## src/rtl/pci_irq_pkg.sv

```systemverilog
package pci_irq_pkg;

  typedef enum logic [1:0] {
    MODE_ASSUME = 2'd0,
    MODE_LEGACY = 2'd1,
    MODE_FORCED = 2'd2
  } route_mode_e;

  localparam int unsigned PINS_PER_DEV = 4;
  localparam int unsigned SLOT_W       = 5;
  localparam logic [7:0]  LINE_REG_OFF = 8'h3C;
  localparam logic [7:0]  LEGACY_LINE  = 8'd27;
  localparam logic [1:0]  SIZE_RSVD    = 2'd3;

  // Slot field of a configuration offset: device number bits of devfn.
  function automatic logic [SLOT_W-1:0] offset_slot(input logic [23:0] off);
    return off[15:11];
  endfunction

  // Host line for one pin; identity only applies on the original board.
  function automatic logic [1:0] route_index(input logic [SLOT_W-1:0] slot,
                                             input logic [1:0] pin,
                                             input logic identity,
                                             input logic alt);
    logic [6:0] sum;
    sum = 7'(slot) + 7'(pin) + (alt ? 7'd3 : 7'd2);
    if (identity && !alt) return pin;
    return sum[1:0];
  endfunction

endpackage

```

## src/rtl/irq_cfg_snoop.sv

```systemverilog
module irq_cfg_snoop
  import pci_irq_pkg::*;
(
  input  logic        detect_en,
  input  logic        wr_en,
  input  logic [23:0] addr,
  input  logic [31:0] wdata,
  input  logic [1:0]  size,
  output logic        hit,
  output logic        hit_legacy
);
  logic [SLOT_W-1:0] slot;
  logic              line_reg;
  logic              slot_differs;
  logic              size_ok;
  logic              unused_bits;

  assign slot         = offset_slot(addr);
  assign line_reg     = (addr[7:0] == LINE_REG_OFF);
  assign slot_differs = (slot[1:0] != 2'd2);
  assign size_ok      = (size != SIZE_RSVD);
  assign hit          = detect_en && wr_en && size_ok && line_reg && slot_differs;
  assign hit_legacy   = (wdata[7:0] == LEGACY_LINE);
  assign unused_bits  = ^{addr[23:16], addr[10:8], wdata[31:8]};

endmodule

```

## src/rtl/irq_mode_tracker.sv

```systemverilog
module irq_mode_tracker
  import pci_irq_pkg::*;
(
  input  logic        clk,
  input  logic        rst_n,
  input  logic        alt_board,
  input  logic        hit,
  input  logic        hit_legacy,
  output route_mode_e mode_q
);
  route_mode_e mode_d;

  always_comb begin
    mode_d = mode_q;
    if (mode_q == MODE_ASSUME && hit)
      mode_d = hit_legacy ? MODE_LEGACY : MODE_FORCED;
  end

  always_ff @(posedge clk) begin
    if (!rst_n) mode_q <= MODE_ASSUME;
    else        mode_q <= mode_d;
  end

  assert_reset_mode_R1: assert property (@(posedge clk)
    !rst_n |=> mode_q == MODE_ASSUME);

  assert_sticky_mode_R5: assert property (@(posedge clk) disable iff (!rst_n)
    (mode_q != MODE_ASSUME) |=> $stable(mode_q));

  assert_alt_no_detect_R2: assert property (@(posedge clk) disable iff (!rst_n)
    (alt_board && mode_q == MODE_ASSUME) |=> mode_q == MODE_ASSUME);

  assert_legacy_value_R4: assert property (@(posedge clk) disable iff (!rst_n)
    (mode_q == MODE_ASSUME && hit && hit_legacy) |=> mode_q == MODE_LEGACY);

endmodule

```

## src/rtl/irq_pin_router.sv

```systemverilog
module irq_pin_router
  import pci_irq_pkg::*;
#(
  parameter int unsigned NUM_DEV = 4
) (
  input  logic                        identity,
  input  logic                        alt_board,
  input  logic [NUM_DEV*4-1:0]        dev_intx,
  input  logic [NUM_DEV*SLOT_W-1:0]   dev_slot,
  output logic [3:0]                  host_irq
);
  logic [3:0] dev_lines [NUM_DEV];

  for (genvar d = 0; d < NUM_DEV; d++) begin : g_dev
    logic [SLOT_W-1:0] slot;
    assign slot = dev_slot[d*SLOT_W +: SLOT_W];
    always_comb begin
      dev_lines[d] = '0;
      for (int p = 0; p < PINS_PER_DEV; p++) begin
        if (dev_intx[d*PINS_PER_DEV + p])
          dev_lines[d][route_index(slot, 2'(p), identity, alt_board)] = 1'b1;
      end
    end
  end

  always_comb begin
    host_irq = '0;
    for (int d = 0; d < NUM_DEV; d++) host_irq |= dev_lines[d];
  end

endmodule

```

## src/rtl/pci_intx_router.sv

```systemverilog
module pci_intx_router
  import pci_irq_pkg::*;
#(
  parameter int unsigned NUM_DEV = 4
) (
  input  logic                      clk,
  input  logic                      rst_n,
  input  logic                      alt_board,
  input  logic                      cfg_wr_en,
  input  logic [23:0]               cfg_addr,
  input  logic [31:0]               cfg_wdata,
  input  logic [1:0]                cfg_size,
  input  logic [NUM_DEV*4-1:0]      dev_intx,
  input  logic [NUM_DEV*5-1:0]      dev_slot,
  output logic [3:0]                host_irq,
  output logic [1:0]                route_mode
);
  logic        snoop_hit;
  logic        snoop_legacy;
  route_mode_e mode_q;
  logic        identity_route;

  irq_cfg_snoop u_snoop (
    .detect_en  (!alt_board),
    .wr_en      (cfg_wr_en),
    .addr       (cfg_addr),
    .wdata      (cfg_wdata),
    .size       (cfg_size),
    .hit        (snoop_hit),
    .hit_legacy (snoop_legacy)
  );

  irq_mode_tracker u_mode (
    .clk        (clk),
    .rst_n      (rst_n),
    .alt_board  (alt_board),
    .hit        (snoop_hit),
    .hit_legacy (snoop_legacy),
    .mode_q     (mode_q)
  );

  assign identity_route = (mode_q == MODE_LEGACY);

  irq_pin_router #(.NUM_DEV(NUM_DEV)) u_route (
    .identity  (identity_route),
    .alt_board (alt_board),
    .dev_intx  (dev_intx),
    .dev_slot  (dev_slot),
    .host_irq  (host_irq)
  );

  assign route_mode = mode_q;

  assert_any_pin_R9: assert property (@(posedge clk) disable iff (!rst_n)
    (|dev_intx) == (|host_irq));

  assert_line_count_R9: assert property (@(posedge clk) disable iff (!rst_n)
    $countones(host_irq) <= $countones(dev_intx));

  assert_mode_legal_R1: assert property (@(posedge clk) disable iff (!rst_n)
    route_mode != 2'd3);

endmodule

```

## config.mk

```make
export PLATFORM = sky130hd
export DESIGN_NAME = pci_intx_router
export DESIGN_NICKNAME = d
export VERILOG_FILES = /design/src/rtl/pci_irq_pkg.sv /design/src/rtl/irq_cfg_snoop.sv /design/src/rtl/irq_mode_tracker.sv /design/src/rtl/irq_pin_router.sv /design/src/rtl/pci_intx_router.sv
export SDC_FILE = /design/constraint.sdc
export NUM_CORES = 1
export LEC_CHECK = 0
export BUFFER_PORTS_ARGS = -buffer_cell sky130_fd_sc_hd__buf_2
export CAP_MARGIN = 40
export CELL_PAD_IN_SITES_DETAIL_PLACEMENT = 0
export CELL_PAD_IN_SITES_GLOBAL_PLACEMENT = 1
export CORE_MARGIN = 2
export CORE_UTILIZATION = 21
export CTS_BUF_LIST = sky130_fd_sc_hd__clkbuf_8 sky130_fd_sc_hd__clkbuf_16
export CTS_CLUSTER_SIZE = 30
export DETAILED_ROUTE_END_ITERATION = 7
export GPL_ROUTABILITY_DRIVEN = 0
export PLACE_DENSITY_LB_ADDON = 0.1
export SLEW_MARGIN = 30
export SYNTH_ARGS = -nofsm -noshare
export SYNTH_HDL_FRONTEND = slang
export SYNTH_HIERARCHICAL = 1
export SYNTH_SLANG_ARGS = --single-unit
```

## constraint.sdc

```tcl
create_clock -name clk -period 2.35 [get_ports clk]
set_input_delay 0.3525 -clock clk [delete_from_list [all_inputs] [get_ports clk]]
set_output_delay 0.3525 -clock clk [all_outputs]
set_load 0.02 [all_outputs]
```

# == Word-level counts from Yosys, hierarchy flattened ==
# Index checks and enable logic that the tools add are counted.
# totals
reg_bits,2
out_inout_bits,6
elab_cells,208
# op_classes
order_cmp,32
bitwise,15
n_addsub,28
n_eq_ne,5
reduce_logical,24
muxes,103
# op_table
cell,n
$mux 2,37
$mux 4,16
$or 4x4->4,15
$lt 2x3->1 const B,16
$mux 1,34
$add 2x2->2,16
$demux 1 s2,16
$ge 2x1->1 const B,16
$logic_and 1x1->1,22
$add 2x2->2 const B,8
$add 2x1->2 const B,4
$eq 8x5->1 const B,1
$eq 8x6->1 const B,1
$ne 2x2->1 const B,2
$eq 2x1->1 const B,1
$logic_not 2->1,1
$logic_not 1->1,1

# == Depth between registers and ports, before layout ==
# Gate-level depths: netlist (run 1).
# logic_depth
word_depth,20
ltp_mapped,8
mapped_depth_nobuf,7

# == By module ==
# The synthesis (run 1) kept the hierarchy.
# by_module_without_submodules
mod,n_inst,area_each_um2,seq_area_each_um2,cells_per_inst
irq_pin_router,1,803.3,0.0,133
irq_mode_tracker,1,75.1,40.0,8
irq_cfg_snoop,1,67.6,0.0,9
pci_intx_router,1,17.5,0.0,2

# == Worst setup path before layout (run 1) ==
# OpenSTA, ideal clock, no wires.
# synth_path
kind,input to output
startpoint,in alt_board
endpoint,out host_irq[0]
arrival_ns,1.721
slack_ns,0.277
t_required_ns,1.997
path_stages,7
path_cell_list,inv_1 ha_1 xor2_1 mux2i_1 o22ai_1 nor4_1 o211ai_1
# synth_between
elab_chain_cells,20
elab_cells_between_ends,179
classes_between,add/sub (16); order compare (32); mux (98); bitwise (15); reduce/logical (18)
# synth_rtl
element,line_no,text
from (decl),pci_intx_router.sv:8,"input logic alt_board,"
"parallel branches: the longest is 19 deep, another holds $lt 2x3->1",-,
$or 4x4->4 (*),irq_pin_router.sv:28,for (int d = 0; d < NUM_DEV; d++) host_irq |= dev_lines[d];
to (decl),pci_intx_router.sv:15,"output logic [3:0] host_irq,"
# Every way passes the cells marked *. The select of a mux whose other input is x is not followed.

# == Worst setup path after layout (run 1) ==
# layout_path
startpoint,in alt_board
endpoint,out host_irq[1]
# Same word-level chain as after synthesis.

==> impl_metrics.toml, run 1 <==
[outcome]
status = "completed"

[timing]
setup_viol = 0
period_needed_ns = 2.34
finClkSkew_ns = 0.00176
max_freq_ghz = 0.427
fin_tns_setup_ns = 0
rsz0062_at_grt = "true"
worst_slew_pin_slew_ns = 0.498
hold_viol = 0
fin_crit_sh = 0.995
max_slew_margin = 0.665
slew_violations = 0

[worst_setup_path]
startpoint = "alt_board"
startpoint_type = "input port"
crit_end = "host_irq[1]"
reg2regPathDepth = 2
r2r_setup_slack_ns = 1.59
worstPathRequired_ns = 2.00
crit_path_end_kind = "primary output"
critPathArrivalTime_ns = 1.99
cp_max_fo = 5
reg2reg_from = "u_mode/mode_q[1]"
critPathKind = "in -> out"
r2r_end = "u_mode/mode_q[0]"

[logic_synthesis]
synthFlopType = "dfxtp_1"
synth_cell_type_count = 26
async_flop_share = 0
synth.mux.area_fraction = 0.0727
ys_ff_latch = 2
avgSynthCellArea_um2 = 6.34
synth_area_leaders = "nand2_1 11%, a21oi_1 11%, ha_1 10%, nand3_1 9.4%, mux2i_1 7.3%"
syn_nets = 258
synthSimpleGateAreaFrac = 0.384
synth-xor-area-share = 0.136
yosysSeqAreaShare = 0.0416
synth_top_area_cell = "nand2_1"
synth_top_cell_area_share = 0.113
synth_cells = 152
synth.most_common_cell = "nand2_1"
synth_top_family_by_area = "simple AND/OR/NAND/NOR gates"
synth_area_um2 = 963
yosys_warnings = 6
synth-compound-area-share = 0.222
synthAdderAreaFrac = 0.104
synthTopCellsByCount = "29 x nand2_1, 21 x a21oi_1, 18 x nand3_1, 9 x nor4_1"
synth-edff-count = 0

[clock_tree]
clockRootBuffer = "clkbuf_8"
clk_pin_slew_ns = 0.03
insertion_delay_ns = 0.21
h-tree-depth = 1
clk_path_buf_depth = 2
cts_buffers = 3
hold_buffers = 0
cts_num_sinks = 2
cts_tree = "done"

[place]
io_buffers = 53
dpl.hpwl_um = 3170

[grt]
grt_max_degree = 28
grt_antenna_before_repair = 0
grt_pass1_vias = 1369
grt_usage = 0.153
grt_pass1_wl_um = 6240
grt_overflow = 0

[floorplan]
fp.dieW_um = 71.7
dieArea_um2 = 5150
io_pins = 104
core-area_um2 = 4380
die_h_um = 71.7
start_util = 0.220
std_cell_rows = 24

[routing]
via_count = 1382
drt_wl_total_um = 3940
wl_per_cell_um = 14.3
ant_nets = 0
viasPerCell = 5.03
drc = 0
drtPass1Iterations = 4
drt_iter0_drc = 53

[power_and_ir_drop]
vdd_drop_max_mv = 0.229
p_leak_nw = 0.747
p_per_area_nw_per_um2 = 320

[finish]
layout-drive-gt1-share = 0.417
top_register = "u_mode/mode_q"
final_nets = 331
largest_reg_flops = 2
nFillCells = 486
reg_top3 = "u_mode/mode_q: 2 flops"
utilization = 0.372
syn_to_final_growth_pct = 69.1
diodes = 0

[min_path]
hold_class = "in -> reg"

[run]
maxCapViolations = 0
-- layout by cell type, fill, tap and decap left out, types with 3 or more instances in the layout --
master,count
a31oi_1,3
nand2b_1,4
xor2_2,3
xnor2_1,6
nand3_1,18
a21oi_1,20
clkbuf_8,3
mux2i_1,7
nor2_1,7
buf_2,49
nor4_1,5
nor4_2,4
o22ai_1,5
nand2_1,29
ha_1,4
buf_4,19
inv_1,5
xor2_1,3
ha_4,3
-- worst max-delay path, cell delays in order --
cell and delay, ns:
buf_8 0.08, clkinvlp_4 0.17, buf_4 0.20, ha_4 0.16, xor2_2 0.18, buf_4 0.15, nand3_1 0.07, a21oi_1 0.11
nor4_2 0.22, nand3_1 0.12, buf_2 0.18
-- cells by family (layout without fill, tap and decap cells) --
| group | count (synthesis) | in the layout |
|---|---|---|
| xor+xnor | 15 | 15 |
| flops | 2 | 2 |
| compound gates | 36 | 36 |
| fa+ha+maj | 8 | 8 |
| simple gates | 75 | 75 |
| buf+inv | 9 | 80 |
| mux | 7 | 7 |
-- worst min-delay path by stage --
stage                  endpoint  cells after the start             start  slack (ns)
6_report       u_mode/mode_q[1]                      3             rst_n        0.38
5_1_grt        u_mode/mode_q[1]                      3             rst_n        0.40
4_1_cts        u_mode/mode_q[1]                      3             rst_n        0.38
3_5_place_dp   u_mode/mode_q[1]                      1  u_mode/mode_q[0]        0.51
3_3_place_gp   u_mode/mode_q[0]                      2  u_mode/mode_q[0]        0.49
2_1_floorplan  u_mode/mode_q[0]                      2             rst_n        0.47
-- metal layers --
metal / GRT usage / up-vias / wire, µm
li1: - / 701 / -
met1: 0.177 / 626 / 1570
met2: 0.282 / 49 / 2010
met3: 0.0338 / 6 / 270
met4: 0.0419 / 0 / 81
met5: 0 / - / 0
-- timing repair --
| action | CTS | global route |
|---|---|---|
| setup endpoints to repair | 2 | 4 |
| pin swaps | 8 | 6 |
| cloned | 0 | 0 |
| gates resized for setup | 17 | 10 |
| setup buffers | 3 | 1 |
-- metrics by stage --
stage               power [mW]  hold WS (ns)  setup WS [ns]  std cells  cell area [µm²]
global route             0.565         0.397         -0.127        275             1630
finish                   0.522         0.383         0.0107        275             1630
global placement         0.331         0.493         -0.175        268             1400
CTS                      0.502         0.382        -0.0334        274             1560
floorplan                0.201         0.465          0.277        152              963
detailed placement       0.335         0.509         -0.160        268             1400
-- area by class of cell --
| type | instances | area (µm²) | share of cell area |
|---|---|---|---|
| repair buffers | 71 | 434 | 0.267 |
| multi-input cells | 141 | 1020 | 0.627 |
| inverters | 6 | 26.3 | 0.0161 |
| well taps | 52 | 65.1 | 0.0399 |
| clock buffers | 3 | 41.3 | 0.0253 |
| flip-flops and latches | 2 | 40.0 | 0.0246 |
-- report_power, final --
group / internal, mW / switching (mW)
clock network: 0.108 / 0.0244
logic: 0.171 / 0.184
registers: 0.0343 / 0.0000176
(Power assumes the default switching activity.)
==> run 2, diff against run 1 <==
Settings changed: CORE_MARGIN 2 to not set.
==> impl_metrics.toml, run 2 (synthesis gave the netlist of run 1 again) <==
[worst_setup_path]
r2r_end = "u_mode/mode_q[0]"
cp_max_fo = 5
startpoint = "alt_board"
crit_path_end_kind = "primary output"
reg2reg_from = "u_mode/mode_q[1]"
critPathArrivalTime_ns = 2.02
startpoint_type = "input port"
worstPathRequired_ns = 2.00
reg2regPathDepth = 2
r2r_setup_slack_ns = 1.59
critPathKind = "in -> out"

[power_and_ir_drop]
p_leak_nw = 0.759
seqPwrFrac = 0.065
cell_internal_pwr_mw = 0.315
power_switching_share = 0.404
p_comb_frac = 0.677
vdd_drop_max_mv = 0.304
clockPowerShare = 0.258
power.switching_mw = 0.214
p_per_area_nw_per_um2 = 321

[finish]
syn_to_final_growth_pct = 70.9
largest_reg_flops = 2
diodes = 0
top_register = "u_mode/mode_q"
layout-drive-gt1-share = 0.427
reg_top3 = "u_mode/mode_q: 2 flops"
final_cell_mix = "50 x buf_2, 29 x nand2_1, 22 x buf_4"
final_nets = 335
final_common_cell = "buf_2"
design_area_um2 = 1650

[routing]
viasPerCell = 5.12
ant_nets = 0
drc = 0
via_count = 1428
wl_per_cell_um = 14.5
drtPass1Iterations = 4
drt_iter0_drc = 80
drt_wl_total_um = 4060

[clock_tree]
clk_path_buf_depth = 2
cts_num_sinks = 2
hold_buffers = 0
cts_buffers = 3
insertion_delay_ns = 0.21
cts_tree = "done"
clk_pin_slew_ns = 0.03
h-tree-depth = 1
clockRootBuffer = "clkbuf_8"

[timing]
max_freq_ghz = 0.421
fin_crit_sh = 1.01
setup_viol = 3
period_needed_ns = 2.38
finClkSkew_ns = 0.00110
worst_slew_pin_slew_ns = 0.522
slew_violations = 0
max_slew_margin = 0.649
layout_setup_ws_ns = -0.0263
timing.hold.ws_ns = 0.387
fin_tns_setup_ns = -0.0297
rsz0062_at_grt = "true"
hold_viol = 0

[min_path]
min_path_cells = 3
hold_end = "u_mode/mode_q[0]"
hold_class = "in -> reg"
hold_path_startpoint = "rst_n"

[floorplan]
core-area_um2 = 4380
io_pins = 104
dieArea_um2 = 4860
start_util = 0.220
std_cell_rows = 24
die_h_um = 69.7
fp.dieW_um = 69.7

[grt]
busiest_layer = "met2"
grt_pass1_wl_um = 6640
met2_usage = 0.318
grt_max_degree = 13
use_met3 = 0.0160
grt_antenna_before_repair = 0
grt.met1_usage = 0.208
grt_pass1_vias = 1458
grt_usage = 0.171
grt_overflow = 0

[place]
place_area_um2 = 1430
dpl.hpwl_um = 3270
io_buffers = 53
place_ws_ns = -0.180

[run]
maxCapViolations = 0

[outcome]
violations = "setup timing"
status = "complete, but fails checks"
run 2: repair_timing:
item                       CTS  global route
resized for setup           17            11
setup endpoints to repair    4             4
setup buffers                1             1
pin swaps                    7             4
run 2: cell type report:
cell class | count | area, µm²
inverter | 6 | 26.3
tap | 52 | 65.1
clock buffer | 3 | 41.3
fill | 483 | 2740
sequential | 2 | 40.0
timing repair buffer | 75 | 453
multi-input combinational | 141 | 1020
run 2: power by group through the flow:
stage / clock, mW / combinational (mW) / sequential, mW
2_1_floorplan: 0 / 0.166 / 0.0347
3_3_place_gp: 0 / 0.307 / 0.0347
3_5_place_dp: 0 / 0.312 / 0.0347
4_1_cts: 0.140 / 0.340 / 0.0343
5_1_grt: 0.147 / 0.394 / 0.0342
6_report: 0.136 / 0.359 / 0.0343
run 2: worst max path at each step:
stage	slack (ns)	cells after the start	to
after floorplan	0.28	7	host_irq[0]
after global placement	-0.17	9	host_irq[0]
after detailed placement	-0.18	9	host_irq[0]
after CTS	-0.07	9	host_irq[0]
after global routing	-0.14	11	host_irq[1]
final	-0.03	11	host_irq[0]
run 2: critical path, stage by stage:
cell	delay, ns
buf_8	0.08
clkinvlp_4	0.19
buf_6	0.18
ha_4	0.16
xor2_2	0.18
buf_4	0.15
nand2_1	0.06
a21oi_1	0.07
nor4_2	0.26
o211ai_1	0.16
buf_4	0.18
run 2: stage by stage:
stage | total power [mW] | utilization | instances
final | 0.529 | 0.376 | 279
after global routing | 0.576 | 0.376 | 279
after CTS | 0.515 | 0.361 | 278
after detailed placement | 0.347 | 0.326 | 274
after global placement | 0.342 | 0.326 | 274
after floorplan | 0.201 | - | 152
run 2: layer usage:
layer / wire length [µm] / vias to the layer above
li1: - / 707
met1: 1760 / 657
met2: 2060 / 58
met3: 186 / 6
met4: 48 / 0
met5: 0 / -
